`src/rtl/rstk_pkg.sv`:
```
// Package: shared encodings of the return-address stack.
// Assumes an 8-bit register window and a 6-bit pointer field.
package rstk_pkg;
    typedef enum logic [1:0] {
        SEL_PTR    = 2'd0,
        SEL_TOS_LO = 2'd1,
        SEL_TOS_HI = 2'd2,
        SEL_NONE   = 2'd3
    } rstk_sel_e;

    localparam int          OVF_BIT    = 7;
    localparam int          UNF_BIT    = 6;
    localparam int          EMPTY_BIT  = 5;
    localparam logic [7:0]  EMPTY_CODE = 8'h20;
    localparam int          MAX_DEPTH  = 32;
endpackage

```
`src/rtl/rstk_ptr_ctrl.sv`:
```
// Pointer and flag controller. It holds the top index, the empty marker and
// the sticky overflow/underflow flags, and it works out the slot a push writes.
// Assumes the requests are already exclusive (pop > push > pointer write),
// and that DEPTH is a power of two between 2 and 32.
module rstk_ptr_ctrl #(
    parameter int DEPTH = 16,
    localparam int PTR_W = $clog2(DEPTH)
) (
    input  logic             clk,
    input  logic             rst_n,
    input  logic             do_push,
    input  logic             do_pop,
    input  logic             do_ptr_wr,
    input  logic [2:0]       wr_flags,   // {ovf, unf, empty} bits of the write
    input  logic [PTR_W-1:0] wr_index,
    output logic             empty_q,
    output logic [PTR_W-1:0] idx_q,
    output logic             ovf_q,
    output logic             unf_q,
    output logic             push_we,
    output logic [PTR_W-1:0] push_slot,
    output logic             err_evt
);
    localparam logic [PTR_W-1:0] TOP_IDX = PTR_W'(DEPTH - 1);

    logic             n_empty;
    logic             n_ovf;
    logic             n_unf;
    logic [PTR_W-1:0] n_idx;

    // Work out the next pointer state and any error for this cycle.
    always_comb begin
        n_empty   = empty_q;
        n_idx     = idx_q;
        n_ovf     = ovf_q;
        n_unf     = unf_q;
        push_we   = 1'b0;
        push_slot = idx_q + PTR_W'(1);
        err_evt   = 1'b0;
        if (do_pop) begin
            if (empty_q) begin
                n_unf   = 1'b1;
                err_evt = 1'b1;
            end else if (idx_q == '0) begin
                n_empty = 1'b1;
                n_idx   = '0;
            end else begin
                n_idx = idx_q - PTR_W'(1);
            end
        end else if (do_push) begin
            if (empty_q) begin
                n_empty   = 1'b0;
                n_idx     = '0;
                push_slot = '0;
                push_we   = 1'b1;
            end else if (idx_q == TOP_IDX) begin
                n_ovf   = 1'b1;
                err_evt = 1'b1;
            end else begin
                n_idx   = idx_q + PTR_W'(1);
                push_we = 1'b1;
            end
        end else if (do_ptr_wr) begin
            n_ovf   = ovf_q & wr_flags[2];
            n_unf   = unf_q & wr_flags[1];
            n_empty = wr_flags[0];
            n_idx   = wr_flags[0] ? '0 : (wr_index & TOP_IDX);
        end
    end

    // Register the pointer state; reset leaves the stack empty.
    always_ff @(posedge clk) begin
        if (!rst_n) begin
            empty_q <= 1'b1;
            idx_q   <= '0;
            ovf_q   <= 1'b0;
            unf_q   <= 1'b0;
        end else begin
            empty_q <= n_empty;
            idx_q   <= n_idx;
            ovf_q   <= n_ovf;
            unf_q   <= n_unf;
        end
    end
endmodule

```
`src/rtl/rstk_store.sv`:
```
// Entry storage: one register per entry, a single write port and an
// asynchronous read port. It has no reset, because the entries are only
// seen through the pointer once they have been written.
module rstk_store #(
    parameter int DEPTH  = 16,
    parameter int ADDR_W = 15,
    localparam int PTR_W = $clog2(DEPTH)
) (
    input  logic              clk,
    input  logic              we,
    input  logic [PTR_W-1:0]  widx,
    input  logic [ADDR_W-1:0] wdata,
    input  logic [PTR_W-1:0]  ridx,
    output logic [ADDR_W-1:0] rdata
);
    logic [ADDR_W-1:0] ent [DEPTH];

    for (genvar i = 0; i < DEPTH; i++) begin : g_ent
        // Capture write data when this entry is addressed.
        always_ff @(posedge clk) begin
            if (we && (widx == PTR_W'(i))) begin
                ent[i] <= wdata;
            end
        end
    end

    // Read the addressed entry.
    assign rdata = ent[ridx];
endmodule

```
`src/rtl/rstk_regif.sv`:
```
// Register window: selects the read byte and merges a software byte write
// into the top entry. Purely combinational.
// Assumes 9 <= ADDR_W <= 16, so the high part fits in one byte.
module rstk_regif
    import rstk_pkg::*;
#(
    parameter int ADDR_W = 15,
    localparam int HI_W = ADDR_W - 8
) (
    input  rstk_sel_e         sel,
    input  logic [ADDR_W-1:0] tos,
    input  logic [7:0]        ptr_byte,
    input  logic [7:0]        wdata,
    output logic [7:0]        rdata,
    output logic [ADDR_W-1:0] merged
);
    // Pick the byte the current select reads.
    always_comb begin
        unique case (sel)
            SEL_PTR:    rdata = ptr_byte;
            SEL_TOS_LO: rdata = tos[7:0];
            SEL_TOS_HI: rdata = 8'(tos[ADDR_W-1:8]);
            default:    rdata = 8'h00;
        endcase
    end

    // Replace the selected byte of the top entry with the write data.
    always_comb begin
        if (sel == SEL_TOS_HI) begin
            merged = {wdata[HI_W-1:0], tos[7:0]};
        end else begin
            merged = {tos[ADDR_W-1:8], wdata};
        end
    end
endmodule

```
`src/rtl/ret_addr_stack.sv`:
```
// Return-address stack top level. It resolves the priority of the requests
// (pop, then push, then register write), routes the writes into storage and
// registers the reset request. Assumes err_rst_en_i is a static setting.
module ret_addr_stack
    import rstk_pkg::*;
#(
    parameter int DEPTH  = 16,
    parameter int ADDR_W = 15,
    localparam int PTR_W = $clog2(DEPTH)
) (
    input  logic              clk,
    input  logic              rst_n,
    input  logic              push_i,
    input  logic              pop_i,
    input  logic [ADDR_W-1:0] push_addr_i,
    output logic [ADDR_W-1:0] tos_o,
    input  logic [1:0]        reg_sel_i,
    input  logic              reg_wr_i,
    input  logic [7:0]        reg_wdata_i,
    output logic [7:0]        reg_rdata_o,
    input  logic              err_rst_en_i,
    output logic              reset_req_o
);
    rstk_sel_e         sel;
    logic              do_pop, do_push, sw_wr, do_ptr_wr, tos_wr;
    logic              empty_q, ovf_q, unf_q, push_we, err_evt;
    logic [PTR_W-1:0]  idx_q, push_slot, st_widx;
    logic              st_we;
    logic [ADDR_W-1:0] st_wdata, st_rdata, merged;
    logic [7:0]        ptr_byte;

    // Resolve the request priority for this cycle.
    always_comb begin
        sel       = rstk_sel_e'(reg_sel_i);
        do_pop    = pop_i;
        do_push   = push_i & ~pop_i;
        sw_wr     = reg_wr_i & ~push_i & ~pop_i;
        do_ptr_wr = sw_wr & (sel == SEL_PTR);
        tos_wr    = sw_wr & ~empty_q & ((sel == SEL_TOS_LO) | (sel == SEL_TOS_HI));
    end

    rstk_ptr_ctrl #(.DEPTH(DEPTH)) u_ptr (
        .clk       (clk),
        .rst_n     (rst_n),
        .do_push   (do_push),
        .do_pop    (do_pop),
        .do_ptr_wr (do_ptr_wr),
        .wr_flags  ({reg_wdata_i[OVF_BIT], reg_wdata_i[UNF_BIT], reg_wdata_i[EMPTY_BIT]}),
        .wr_index  (reg_wdata_i[PTR_W-1:0]),
        .empty_q   (empty_q),
        .idx_q     (idx_q),
        .ovf_q     (ovf_q),
        .unf_q     (unf_q),
        .push_we   (push_we),
        .push_slot (push_slot),
        .err_evt   (err_evt)
    );

    // Route a push or a software byte write into the store.
    always_comb begin
        st_we    = push_we | tos_wr;
        st_widx  = push_we ? push_slot : idx_q;
        st_wdata = push_we ? push_addr_i : merged;
    end

    rstk_store #(.DEPTH(DEPTH), .ADDR_W(ADDR_W)) u_store (
        .clk   (clk),
        .we    (st_we),
        .widx  (st_widx),
        .wdata (st_wdata),
        .ridx  (idx_q),
        .rdata (st_rdata)
    );

    // Show the top entry, or zero when nothing is stacked.
    assign tos_o    = empty_q ? '0 : st_rdata;
    assign ptr_byte = {ovf_q, unf_q, empty_q, empty_q ? 5'd0 : 5'(idx_q)};

    rstk_regif #(.ADDR_W(ADDR_W)) u_regif (
        .sel      (sel),
        .tos      (tos_o),
        .ptr_byte (ptr_byte),
        .wdata    (reg_wdata_i),
        .rdata    (reg_rdata_o),
        .merged   (merged)
    );

    // Pulse the reset request one cycle after an enabled stack error.
    always_ff @(posedge clk) begin
        if (!rst_n) begin
            reset_req_o <= 1'b0;
        end else begin
            reset_req_o <= err_evt & err_rst_en_i;
        end
    end
endmodule

```
`config.mk`:
```
export PLATFORM = sky130hd
export DESIGN_NAME = ret_addr_stack
export DESIGN_NICKNAME = d
export VERILOG_FILES = /design/src/rtl/rstk_pkg.sv /design/src/rtl/rstk_ptr_ctrl.sv /design/src/rtl/rstk_store.sv /design/src/rtl/rstk_regif.sv /design/src/rtl/ret_addr_stack.sv
export SDC_FILE = /design/constraint.sdc
export NUM_CORES = 1
export LEC_CHECK = 0
export BUFFER_PORTS_ARGS = -buffer_cell sky130_fd_sc_hd__buf_2
export CELL_PAD_IN_SITES_DETAIL_PLACEMENT = 0
export CELL_PAD_IN_SITES_GLOBAL_PLACEMENT = 1
export CORE_AREA = 10 10 203 205
export CTS_CLUSTER_DIAMETER = 60
export DETAILED_ROUTE_END_ITERATION = 8
export DIE_AREA = 0 0 213 215
export MAX_ROUTING_LAYER = met4
export PLACE_DENSITY = 0.48
export SETUP_SLACK_MARGIN = 0.2
export SYNTH_ARGS = -nofsm -noshare
export SYNTH_HDL_FRONTEND = slang
export SYNTH_SLANG_ARGS = --single-unit
export TNS_END_PERCENT = 1
```
`constraint.sdc`:
```
create_clock -name clk -period 2.95 [get_ports clk]
set_clock_uncertainty 0.15 [all_clocks]
set_input_delay 0.1475 -clock clk [delete_from_list [all_inputs] [get_ports clk]]
set_output_delay 0.1475 -clock clk [all_outputs]
set_load 0.005 [all_outputs]
```
==> run_results.csv <==
group,metric,value,unit
sta,timing.final.crit_share,101.4,%
grt,grt_util_met1,20.62,%
power_and_ir_drop,switchingPower,2.068,mW
drt,avgViaCountPerCell,5.089,
drt,drt_iter0_markers,495,
synth,syn_area_per_cell,16.25,sq um
synth,yosysWarnings,0,
finish,nFillCells,3455,
power_and_ir_drop,p_per_area,617.4,nW/um^2
drt,via_count,6789,
clock_tree,cts_buffers,30,
synth,synth-simple-area-share,6.698,%
critical_path,rr_worst_depth,7,
finish,syn_to_final_growth,27.43,%
grt,use_met3,2.969,%
clock_tree,clkTransAtPathRegs,0.06,ns
floorplan,die_y,215,um
critical_path,cp_max_fo,4,
critical_path,crit_arrival,2.69,ns
synth,synthFlopType,"edfxtp_1",
floorplan,die_area,45800,sq um
finish,fin_nets,878,
sta,slew_violations,0,
synth,ys_seq_area_share,67.57,%
floorplan,io_pins,55,
synth,synth_adder_area_share,0.7947,%
power_and_ir_drop,power_frac_comb,12.1,%
grt,antenna_found_initial,0,
grt,grt_util_met2,23.66,%
synth,synth_edf_count,240,
drt,dr.pass1.iters,5,
floorplan,die_x,213,um
drt,detail_route.wl_per_cell,26.29,um
synth,synth_top_family_by_area,"multiplexers",
worst_hold_path,hold_path.startpoint,"push_addr_i[6]",
power_and_ir_drop,total_power,8.670,mW
critical_path,r2r_end,"u_store.ent[7][11]$_DFFE_PP_",
grt,track_usage,15.41,%
floorplan,rows,71,
power_and_ir_drop,clkPwrFrac,41.0,%
outcome,failed_checks,"setup timing",
finish,stdcell_count,1334,
sta,finalCriticalPeriod,2.992,ns
floorplan,core_area,37220,sq um
finish,drive_above_1_share,37.67,%
power_and_ir_drop,leakage,4.722,nW
synth,synthesis.nets,716,
sta,max_slew_margin,59.43,%
sta,rsz0062_at_grt,"yes",
synth,syn_area,11020,sq um
critical_path,reg2reg_slack,0.35,ns
power_and_ir_drop,seqPwrFrac,46.9,%
drt,wirelength,35070,um
clock_tree,clk_latency,0.56,ns
critical_path,required,2.65,ns
synth,ys_seq_elements,252,
clock_tree,ctsRootBufferMaster,"clkbuf_16",
placement,dpl-instance-area,12410,sq um
critical_path,crit_path_start_kind,"flop",
outcome,status,"complete, but fails checks",
synth,synthArstFlopShare,0,%
clock_tree,htree_levels,1,
placement,routabilityCongestion,0.8233,
worst_hold_path,hold_path.class,"input pin to flop",
synth,synth_compound_area_share,8.186,%
grt,grt_most_used_layer,"met2",
finish,fin_area,14040,sq um
run,drv_cap,0,
critical_path,path_class,"flop to primary output",
synth,syn_inst,678,
sta,worst_slew_pin_slew,0.6084,ns
sta,setup_ws,-0.04176,ns
grt,grt_pass1_wl,49840,um
grt,grt_max_degree,34,
drt,ant_nets,0,
clock_tree,cts_tree,"yes",
worst_hold_path,hold_depth,3,
sta,fmaxAchievable,0.3343,GHz
power_and_ir_drop,internal-power,6.602,mW
placement,hpwl,23020,um
synth,synth_mux_area_share,13.66,%
synth,synth_xor_area_share,0,%
synth,synthDistinctLibCells,71,
critical_path,crit_path_end_kind,"primary output",
power_and_ir_drop,ir_drop,0.4627,mV
grt,grt.overflow.total,0,
floorplan,start_util,29.61,%
placement,dp.cells,1252,
sta,tns,-0.1078,ns
clock_tree,clock-sinks,252,
placement,io_buffer_count,54,
drt,drc,0,
power_and_ir_drop,p_sw_share,23.85,%
sta,finalSetupViolations,5,
placement,dpl_worst_slack,-0.09702,ns
clock_tree,clockBufferDepth,3,
sta,hold_violations,0,
worst_hold_path,hold_end,"u_store.ent[5][6]$_DFFE_PP_",
grt,grt_pass1_vias,7012,
finish,diodes,0,
[worst max path at each step]
stage	depth (start not counted)	slack (ns)	endpoint
2_1_floorplan	6	0.30	u_store.ent[4][0]$_DFFE_PP_
3_3_place_gp	7	-0.009	u_store.ent[11][13]$_DFFE_PP_
3_5_place_dp	7	-0.1	u_store.ent[1][5]$_DFFE_PP_
4_1_cts	10	-0.08	reg_rdata_o[6]
5_1_grt	10	-0.11	reg_rdata_o[5]
6_report	7	-0.04	reg_rdata_o[2]
[critical path: stages (launching register included)]
cell and delay (ns):
dfxtp_4 0.40, clkbuf_16 0.17, mux4_1 0.63, a22oi_2 0.26, o31ai_4 0.15, a22oi_2 0.30, a21oi_2 0.09, buf_2 0.16
[registers in the layout (all words and copies together), names as in the netlist, named ones only]
signal	cells
reset_req_o	1
u_ptr.empty_q	1
u_ptr.idx_q	4
u_ptr.ovf_q	1
u_ptr.unf_q	1
u_store.ent	240
[per-stage QoR]
step	hold WS (ns)	util (%)
after global routing	0.03105	37.73
after CTS	0.0004056	37.01
after detailed placement	0.2393	33.34
after global placement	0.2247	33.34
after floorplan	0.1136	-
final	0.02367	37.73
[cell usage after synthesis, types with 4 or more instances]
library cell,number,area share [%]
nand3_1,7,0.32
a22o_1,4,0.32
edfxtp_1,240,65
o21ai_1,11,0.50
a22oi_1,11,0.75
a211oi_1,7,0.48
a21oi_1,21,0.95
o21ai_0,19,0.86
mux2i_1,42,3.8
buf_2,5,0.23
clkbuf_1,20,0.68
inv_1,12,0.41
dfxtp_1,12,2.2
mux4_1,13,3.1
mux4_2,27,5.5
and2_1,8,0.45
or4_1,4,0.27
nand2b_1,7,0.40
a31oi_1,5,0.28
mux2_2,12,1.2
a32oi_1,4,0.32
nor2b_1,16,0.91
buf_6,8,0.82
ha_1,7,0.79
o22ai_1,4,0.23
nand2_1,40,1.4
or2_2,4,0.23
nor3_1,9,0.41
nor2_1,32,1.1
[area by class of cell]
class	instances	area [sq um]	area share (%)
timing repair buffer	172	1464	10.42
inverter	12	45.04	0.3207
sequential	252	7456	53.09
clock buffer	32	758.2	5.399
clock inverter	20	193.9	1.381
multi-input combinational	372	3533	25.16
tap	474	593.1	4.223
[power groups by stage]
stage	sequential [mW]	combinational [mW]	clock, mW
finish	4.06	1.05	3.56
global route	4.07	1.12	3.78
CTS	4.06	1.00	3.64
detailed placement	4.15	0.887	0
global placement	4.15	0.875	0
floorplan	4.12	0.532	0
[repair_timing]
item,CTS,global route
gates cloned,1,2
gates resized for setup,35,44
setup buffers,9,3
setup endpoints to repair,187,185
hold buffers,15,0
pin swaps,5,9
hold endpoints to repair,82,0
[per-layer routing]
metal | share of wire (%) | wire length (um) | vias up
met1 | 45 | 15930 | 3529
li1 | - | - | 3043
met3 | 5.7 | 2000 | 44
met2 | 47 | 16340 | 173
met4 | 2.3 | 795 | 0
met5 | 0 | 0 | -
[layout by cell type, fill, tap and decap left out, types with 10 or more instances in the layout]
master / n
a21oi_1: 18
buf_12: 11
buf_2: 54
buf_4: 76
buf_6: 10
clkbuf_16: 32
dlygate4sd3_1: 15
edfxtp_1: 240
inv_1: 12
mux2_2: 12
mux2i_1: 33
mux4_1: 11
mux4_2: 29
nand2_1: 40
nor2_1: 17
nor2_2: 11
o21ai_0: 16
[kinds of logic after synthesis]
logic type | count (synthesis)
buffers and inverters | 54
and+or+nand+nor | 145
adders and majority gates | 7
muxes | 94
AOI/OAI and AO/OA | 126
DFF | 252
(Power assumes the default switching activity.)
